==> src/rtl/xlat_pkg.sv <==
package xlat_pkg;
    localparam int VA_W  = 32;
    localparam int OFF_W = 12;
    localparam int VPN_W = VA_W - OFF_W;
    localparam int PA_W  = 32;
    localparam int PFN_W = PA_W - OFF_W;

    typedef logic [VPN_W-1:0] vpn_t;
    typedef logic [PFN_W-1:0] pfn_t;
    typedef logic [OFF_W-1:0] off_t;
endpackage

==> src/rtl/xlat_cam.sv <==
module xlat_cam
    import xlat_pkg::*;
#(
    parameter int ENTRIES = 16,
    parameter int FLAG_W  = 4,
    localparam int IDX_W  = $clog2(ENTRIES)
) (
    input  logic               clk,
    input  logic               rst_n,
    input  vpn_t               lk_vpn,
    input  vpn_t               wr_vpn,
    input  logic               wr_en,
    input  logic [IDX_W-1:0]   wr_idx,
    input  pfn_t               wr_pfn,
    input  logic [FLAG_W-1:0]  wr_flags,
    input  logic               clr_all,
    output logic [ENTRIES-1:0] lk_match,
    output pfn_t               lk_pfn,
    output logic [FLAG_W-1:0]  lk_flags,
    output logic [ENTRIES-1:0] valid_vec,
    output logic [ENTRIES-1:0] wr_match
);
    typedef struct packed {
        logic              vld;
        vpn_t              vpn;
        pfn_t              pfn;
        logic [FLAG_W-1:0] flg;
    } ent_t;

    typedef struct packed {
        ent_t [ENTRIES-1:0] tab;
    } cam_st_t;

    cam_st_t st_d, st_q;

    // one comparator pair per entry: lookup side and fill side
    for (genvar g = 0; g < ENTRIES; g++) begin : g_cmp
        assign lk_match[g]  = st_q.tab[g].vld && (st_q.tab[g].vpn == lk_vpn);
        assign wr_match[g]  = st_q.tab[g].vld && (st_q.tab[g].vpn == wr_vpn);
        assign valid_vec[g] = st_q.tab[g].vld;
    end

    // at most one entry matches, so an OR of masked fields selects it
    always_comb begin
        lk_pfn   = '0;
        lk_flags = '0;
        for (int i = 0; i < ENTRIES; i++) begin
            if (lk_match[i]) begin
                lk_pfn   = lk_pfn   | st_q.tab[i].pfn;
                lk_flags = lk_flags | st_q.tab[i].flg;
            end
        end
    end

    always_comb begin
        st_d = st_q;
        if (clr_all) begin
            for (int i = 0; i < ENTRIES; i++) begin
                st_d.tab[i].vld = 1'b0;
            end
        end else if (wr_en) begin
            st_d.tab[wr_idx].vld = 1'b1;
            st_d.tab[wr_idx].vpn = wr_vpn;
            st_d.tab[wr_idx].pfn = wr_pfn;
            st_d.tab[wr_idx].flg = wr_flags;
        end
    end

    always_ff @(posedge clk) begin
        if (!rst_n) begin
            st_q <= '0;
        end else begin
            st_q <= st_d;
        end
    end

    // duplicates never form, so a lookup matches at most one entry
    a_r7_single_match: assert property (@(posedge clk) disable iff (!rst_n)
        $onehot0(lk_match));

    // invalidate empties the whole array on the next cycle
    a_r8_flush_empties: assert property (@(posedge clk) disable iff (!rst_n)
        clr_all |=> (valid_vec == '0));
endmodule

==> src/rtl/xlat_victim.sv <==
module xlat_victim #(
    parameter int ENTRIES = 16,
    localparam int IDX_W  = $clog2(ENTRIES)
) (
    input  logic               clk,
    input  logic               rst_n,
    input  logic [ENTRIES-1:0] valid_vec,
    input  logic [ENTRIES-1:0] dup_vec,
    input  logic               fill_go,
    output logic [IDX_W-1:0]   victim_idx
);
    typedef struct packed {
        logic [IDX_W-1:0] rr;
    } vic_st_t;

    vic_st_t st_d, st_q;

    logic [IDX_W-1:0] dup_idx;
    logic [IDX_W-1:0] free_idx;
    logic             any_dup;
    logic             any_free;

    always_comb begin
        dup_idx  = '0;
        free_idx = '0;
        for (int i = ENTRIES - 1; i >= 0; i--) begin
            if (dup_vec[i])    dup_idx  = IDX_W'(i);
            if (!valid_vec[i]) free_idx = IDX_W'(i);
        end
        any_dup  = |dup_vec;
        any_free = ~&valid_vec;
    end

    always_comb begin
        st_d = st_q;
        if (any_dup) begin
            victim_idx = dup_idx;
        end else if (any_free) begin
            victim_idx = free_idx;
        end else begin
            victim_idx = st_q.rr;
            if (fill_go) begin
                st_d.rr = (st_q.rr == IDX_W'(ENTRIES - 1)) ? '0 : st_q.rr + 1'b1;
            end
        end
    end

    always_ff @(posedge clk) begin
        if (!rst_n) begin
            st_q <= '0;
        end else begin
            st_q <= st_d;
        end
    end

    // a new page never displaces a valid entry while a free one exists
    a_r6_free_first: assert property (@(posedge clk) disable iff (!rst_n)
        (fill_go && !any_dup && any_free) |-> !valid_vec[victim_idx]);

    // a resident page is refilled in place
    a_r7_dup_in_place: assert property (@(posedge clk) disable iff (!rst_n)
        (fill_go && any_dup) |-> dup_vec[victim_idx]);
endmodule

==> src/rtl/xlat_buffer.sv <==
module xlat_buffer
    import xlat_pkg::*;
#(
    parameter int ENTRIES = 16,
    parameter int FLAG_W  = 4
) (
    input  logic              clk,
    input  logic              rst_n,
    input  logic              req_valid,
    input  logic [31:0]       req_vaddr,
    output logic              rsp_valid,
    output logic              rsp_hit,
    output logic              rsp_miss,
    output logic [31:0]       rsp_paddr,
    output logic [FLAG_W-1:0] rsp_flags,
    output logic              walk_req,
    output logic [19:0]       walk_vpn,
    input  logic              fill_valid,
    input  logic [19:0]       fill_vpn,
    input  logic [19:0]       fill_pfn,
    input  logic [FLAG_W-1:0] fill_flags,
    input  logic              flush_all
);
    localparam int IDX_W = $clog2(ENTRIES);

    typedef struct packed {
        logic              vld;
        logic              hit;
        logic              miss;
        logic [PA_W-1:0]   paddr;
        logic [FLAG_W-1:0] flags;
        logic              walk;
        vpn_t              wvpn;
    } rsp_st_t;

    rsp_st_t st_d, st_q;

    vpn_t               lk_vpn;
    off_t               lk_off;
    logic [ENTRIES-1:0] lk_match;
    pfn_t               lk_pfn;
    logic [FLAG_W-1:0]  lk_flags;
    logic [ENTRIES-1:0] valid_vec;
    logic [ENTRIES-1:0] dup_vec;
    logic [IDX_W-1:0]   victim_idx;
    logic               fill_go;

    assign lk_vpn  = req_vaddr[VA_W-1:OFF_W];
    assign lk_off  = req_vaddr[OFF_W-1:0];
    assign fill_go = fill_valid && !flush_all;

    xlat_cam #(
        .ENTRIES (ENTRIES),
        .FLAG_W  (FLAG_W)
    ) u_cam (
        .clk       (clk),
        .rst_n     (rst_n),
        .lk_vpn    (lk_vpn),
        .wr_vpn    (fill_vpn),
        .wr_en     (fill_go),
        .wr_idx    (victim_idx),
        .wr_pfn    (fill_pfn),
        .wr_flags  (fill_flags),
        .clr_all   (flush_all),
        .lk_match  (lk_match),
        .lk_pfn    (lk_pfn),
        .lk_flags  (lk_flags),
        .valid_vec (valid_vec),
        .wr_match  (dup_vec)
    );

    xlat_victim #(
        .ENTRIES (ENTRIES)
    ) u_victim (
        .clk        (clk),
        .rst_n      (rst_n),
        .valid_vec  (valid_vec),
        .dup_vec    (dup_vec),
        .fill_go    (fill_go),
        .victim_idx (victim_idx)
    );

    always_comb begin
        st_d = '0;
        if (req_valid) begin
            st_d.vld = 1'b1;
            if (|lk_match) begin
                st_d.hit   = 1'b1;
                st_d.paddr = {lk_pfn, lk_off};
                st_d.flags = lk_flags;
            end else begin
                st_d.miss = 1'b1;
                st_d.walk = 1'b1;
                st_d.wvpn = lk_vpn;
            end
        end
    end

    always_ff @(posedge clk) begin
        if (!rst_n) begin
            st_q <= '0;
        end else begin
            st_q <= st_d;
        end
    end

    assign rsp_valid = st_q.vld;
    assign rsp_hit   = st_q.hit;
    assign rsp_miss  = st_q.miss;
    assign rsp_paddr = st_q.paddr;
    assign rsp_flags = st_q.flags;
    assign walk_req  = st_q.walk;
    assign walk_vpn  = st_q.wvpn;

    // one-cycle registered response
    a_r3_latency: assert property (@(posedge clk) disable iff (!rst_n)
        req_valid |=> rsp_valid);
    a_r3_no_spurious: assert property (@(posedge clk) disable iff (!rst_n)
        !req_valid |=> !rsp_valid);
    a_r3_exclusive: assert property (@(posedge clk) disable iff (!rst_n)
        rsp_valid |-> (rsp_hit != rsp_miss));
    a_r3_quiet: assert property (@(posedge clk) disable iff (!rst_n)
        !rsp_valid |-> (!rsp_hit && !rsp_miss));

    // the walker is asked exactly when a miss is reported
    a_r4_walk_on_miss: assert property (@(posedge clk) disable iff (!rst_n)
        walk_req == rsp_miss);
    a_r4_walk_vpn: assert property (@(posedge clk) disable iff (!rst_n)
        req_valid |=> (!walk_req || walk_vpn == $past(req_vaddr[31:12])));

    // offset bits pass straight through on a hit
    a_r1_offset: assert property (@(posedge clk) disable iff (!rst_n)
        req_valid |=> (!rsp_hit || rsp_paddr[11:0] == $past(req_vaddr[11:0])));
endmodule

==> config.mk <==
export PLATFORM = sky130hd
export DESIGN_NAME = xlat_buffer
export DESIGN_NICKNAME = d
export VERILOG_FILES = /design/src/rtl/xlat_pkg.sv /design/src/rtl/xlat_cam.sv /design/src/rtl/xlat_victim.sv /design/src/rtl/xlat_buffer.sv
export SDC_FILE = /design/constraint.sdc
export NUM_CORES = 2
export LEC_CHECK = 0
export CAP_MARGIN = 30
export CORE_MARGIN = 2
export CORE_UTILIZATION = 56
export CTS_BUF_LIST = sky130_fd_sc_hd__clkbuf_16
export DETAILED_ROUTE_END_ITERATION = 8
export HOLD_SLACK_MARGIN = 0.15
export PLACE_DENSITY = 0.77
export SYNTH_ARGS = -nofsm -noshare
export SYNTH_HDL_FRONTEND = slang
export SYNTH_SLANG_ARGS = --single-unit
==> constraint.sdc <==
create_clock -name clk -period 3.6 [get_ports clk]
set_input_delay 0.9 -clock clk [delete_from_list [all_inputs] [get_ports clk]]
set_output_delay 0.9 -clock clk [all_outputs]
set_load 0.005 [all_outputs]
==> run metrics <==
Buffers on Ports=140; Clock Path Buffers=3; outcome=finished with violations; Clock Pin Slew Worst Setup and Hold Paths=about 0.06 ns; Sink Count=783; TritonCTS buffer count=80; first-pass GRT wire length=211.0 mm; total grt overflow=0; initial antenna violation count=1; worst path arrival time=around 4.2 ns; root buffer cell=clkbuf_16; failing checks=setup timing; area of the mapped netlist=0.03819 mm2; simple-gate portion of the synthesized area=0.1526; via count=~34000; #FFs+latches synth=between 700 and 800; Layout area overhead=28.49%; dpl hpwl=~95 mm; Clock Skews=between 0.02 and 0.025 ns; share of layout cells above drive strength 1=0.1922; Hold Crit Class=reg -> reg; Die Ht=between 200 and 300 um; vias per cell=about 6.4; WL final=roughly 150 mm; antenna viol nets, final=0; XOR/XNOR Fraction of Synth Area=0.1480; gr usage total=0.4006; synth warn=0; CP required=4.18 ns; synthesized net count=roughly 4100; maximum number of pins on one net before global-route repair=103; Synth async-reset ratio=0; Max rail drop VDD=0.4495 mV; vias in the first global route=approximately 33000; total negative setup slack=-0.7368 ns; Hold Violations, Final=0; Max-Cap Viols=0; mux contribution to synthesized area=0.1848; Filler Cell Count=between 4000 and 5000; sequential area share after synthesis=0.4104; synth unique cells=61; Worst Path Max Fanout=7; Synth Instances=between 3000 and 4000; Pwr Density=roughly 380 mW/mm2; Die ar.=about 0.07 mm2; Leak=approximately 21 nW; final worst-path cycle share=1.013; Site Rows=95; commonest non-fill, non-tap cell in the layout=dfxtp_1; Setup crit start kind=input pin; Synth Area in Compound Gates=0.05838; number of synthesized flops with an enable pin=0; core box area=slightly below 0.07 mm2; Residual DRC=0; Initial Utilization=0.5667; final instance area=~0.05 mm2; Cell Area, Placed=roughly 0.044 mm2; Syn Area/Cell=9.613 um2; largest family of logic cells by synthesized area=multiplexers; Die Width=around 270 um; upper clock frequency limit=about 270 MHz; most frequently used flop master after synthesis=dfxtp_1; RD Place Congestion=roughly 1.0; minimum clock period after layout=3.646 ns; I/O pin count=about 140; Worst Tran Pin Value=between 0.9 and 1 ns; first drt pass iteration count=6; CTS tree=done; average wire per standard cell=around 28 um; Skew-Pair Late Insertion Delay=~0.66 ns; Nets=4498; # setup viols final=62; H-tree levels=3; max-slew violations=0; endpoint type of the worst setup path=flop; Worst slew margin=0.3942; most frequent cells in the layout=dfxtp_1, nand2_1, mux2i_1; WS Path Type=in -> reg; PnR Total Power=approximately 0.019 W; initial DRC count=between 5000 and 6000; adder-cell area share of the yosys netlist=0.0003276; worst setup margin=-0.04598 ns
-- routing by layer --
metal	global-route usage	vias to the layer above	share of wire
li1	-	14690	-
met4	0.2426	0	0.070
met3	0.07897	647	0.11
met5	0	-	0
met2	0.5986	2394	0.43
met1	0.5358	16730	0.39
-- stage by stage --
step	utilization	instances	setup slack [ns]	hold WS, ns
final	0.7281	5350	-0.04598	0.4586
after global routing	0.7280	5348	-0.09669	0.4693
after CTS	0.7078	5298	0.0003428	0.4576
after detailed placement	0.6573	5120	-1.087	0.4472
after global placement	0.6573	5120	-1.034	0.4411
after floorplan	-	3973	0.001605	0.4344
-- sequential cells by signal, indices dropped and copies added (netlist names) --
name             flops
u_victim.st_q        4
u_cam.valid_vec     16
rsp_paddr           32
rsp_flags            4
rsp_valid            1
u_cam.st_q         704
walk_vpn            20
walk_req             1
rsp_hit              1
-- path summary, 6_finish.rpt --
| path | startpoint | end | slack, ns | depth (start not counted) |
|---|---|---|---|---|
| setup / recovery | fill_vpn[1] | u_cam.st_q[709]$_SDFFE_PN0P_ | -0.05 | 18 |
| hold / removal | u_cam.st_q[516]$_SDFFE_PN0P_ | u_cam.st_q[516]$_SDFFE_PN0P_ | 0.46 | 2 |
| hold reg to reg | u_cam.st_q[516]$_SDFFE_PN0P_ | u_cam.st_q[516]$_SDFFE_PN0P_ | 0.46 | 2 |
| setup reg to reg | u_cam.st_q[700]$_SDFFE_PN0P_ | u_cam.st_q[709]$_SDFFE_PN0P_ | 0.03 | 14 |
-- logic make-up after synthesis --
group / after synthesis
multiplexers: 705
XOR/XNOR: 641
flip-flops: 783
AO/OA/AOI/OAI: 265
adder cells (fa/ha/maj): 1
AND/OR/NAND/NOR: 1239
buffers and inverters: 339
-- synthesized netlist by cell type (all sizes together) (15+ instances only) --
master	instances	area share
a21oi	15	0.0020
a221oi	97	0.022
a22o	96	0.022
a41oi	24	0.0055
and2	20	0.0033
and3	25	0.0042
buf	132	0.025
clkbuf	197	0.019
dfxtp	783	0.41
mux2i	705	0.18
nand2	773	0.076
nand3	57	0.0076
nand4	153	0.025
nor2	21	0.0023
nor4	97	0.016
or2	16	0.0026
xnor2	385	0.089
xor2	256	0.059
-- cell type report --
cell class / count / area (um2) / share of cell area
antenna: 2 / 5.005 / 0.0001020
clock buffer: 81 / 2027 / 0.04131
clock inverter: 60 / 467.9 / 0.009536
inverter: 10 / 37.54 / 0.0007649
multi-input combinational: 2851 / 22160 / 0.4516
sequential: 783 / 15680 / 0.3194
tap: 873 / 1092 / 0.02226
timing repair buffer: 690 / 7605 / 0.1550
-- where the power goes --
part           leakage [nW]  switching [W]  internal [W]
registers              6.31      0.0000323       0.00870
clock network          1.28        0.00374       0.00441
logic                  13.3        0.00114      0.000814
-- critical path, cell delays in order --
cell and delay, ns:
clkbuf_2 0.11, buf_12 0.15, buf_12 0.14, buf_4 0.16
xnor2_1 0.17, nand4_1 0.11, nor4_1 0.29, nand4_1 0.30
nand4_1 0.27, buf_4 0.16, nor3b_2 0.04, a211oi_2 0.32
buf_4 0.19, nand3_4 0.08, nor2_4 0.23, buf_8 0.21
buf_12 0.16, mux2i_1 0.22
-- timing repair --
item	4_1_cts	5_1_grt
pin swaps	30	61
hold buffers	0	0
gates cloned	10	16
setup buffers	28	36
resized for setup	95	161
endpoints found under the setup margin	719	709
Power figures use the tool's default switching activity.
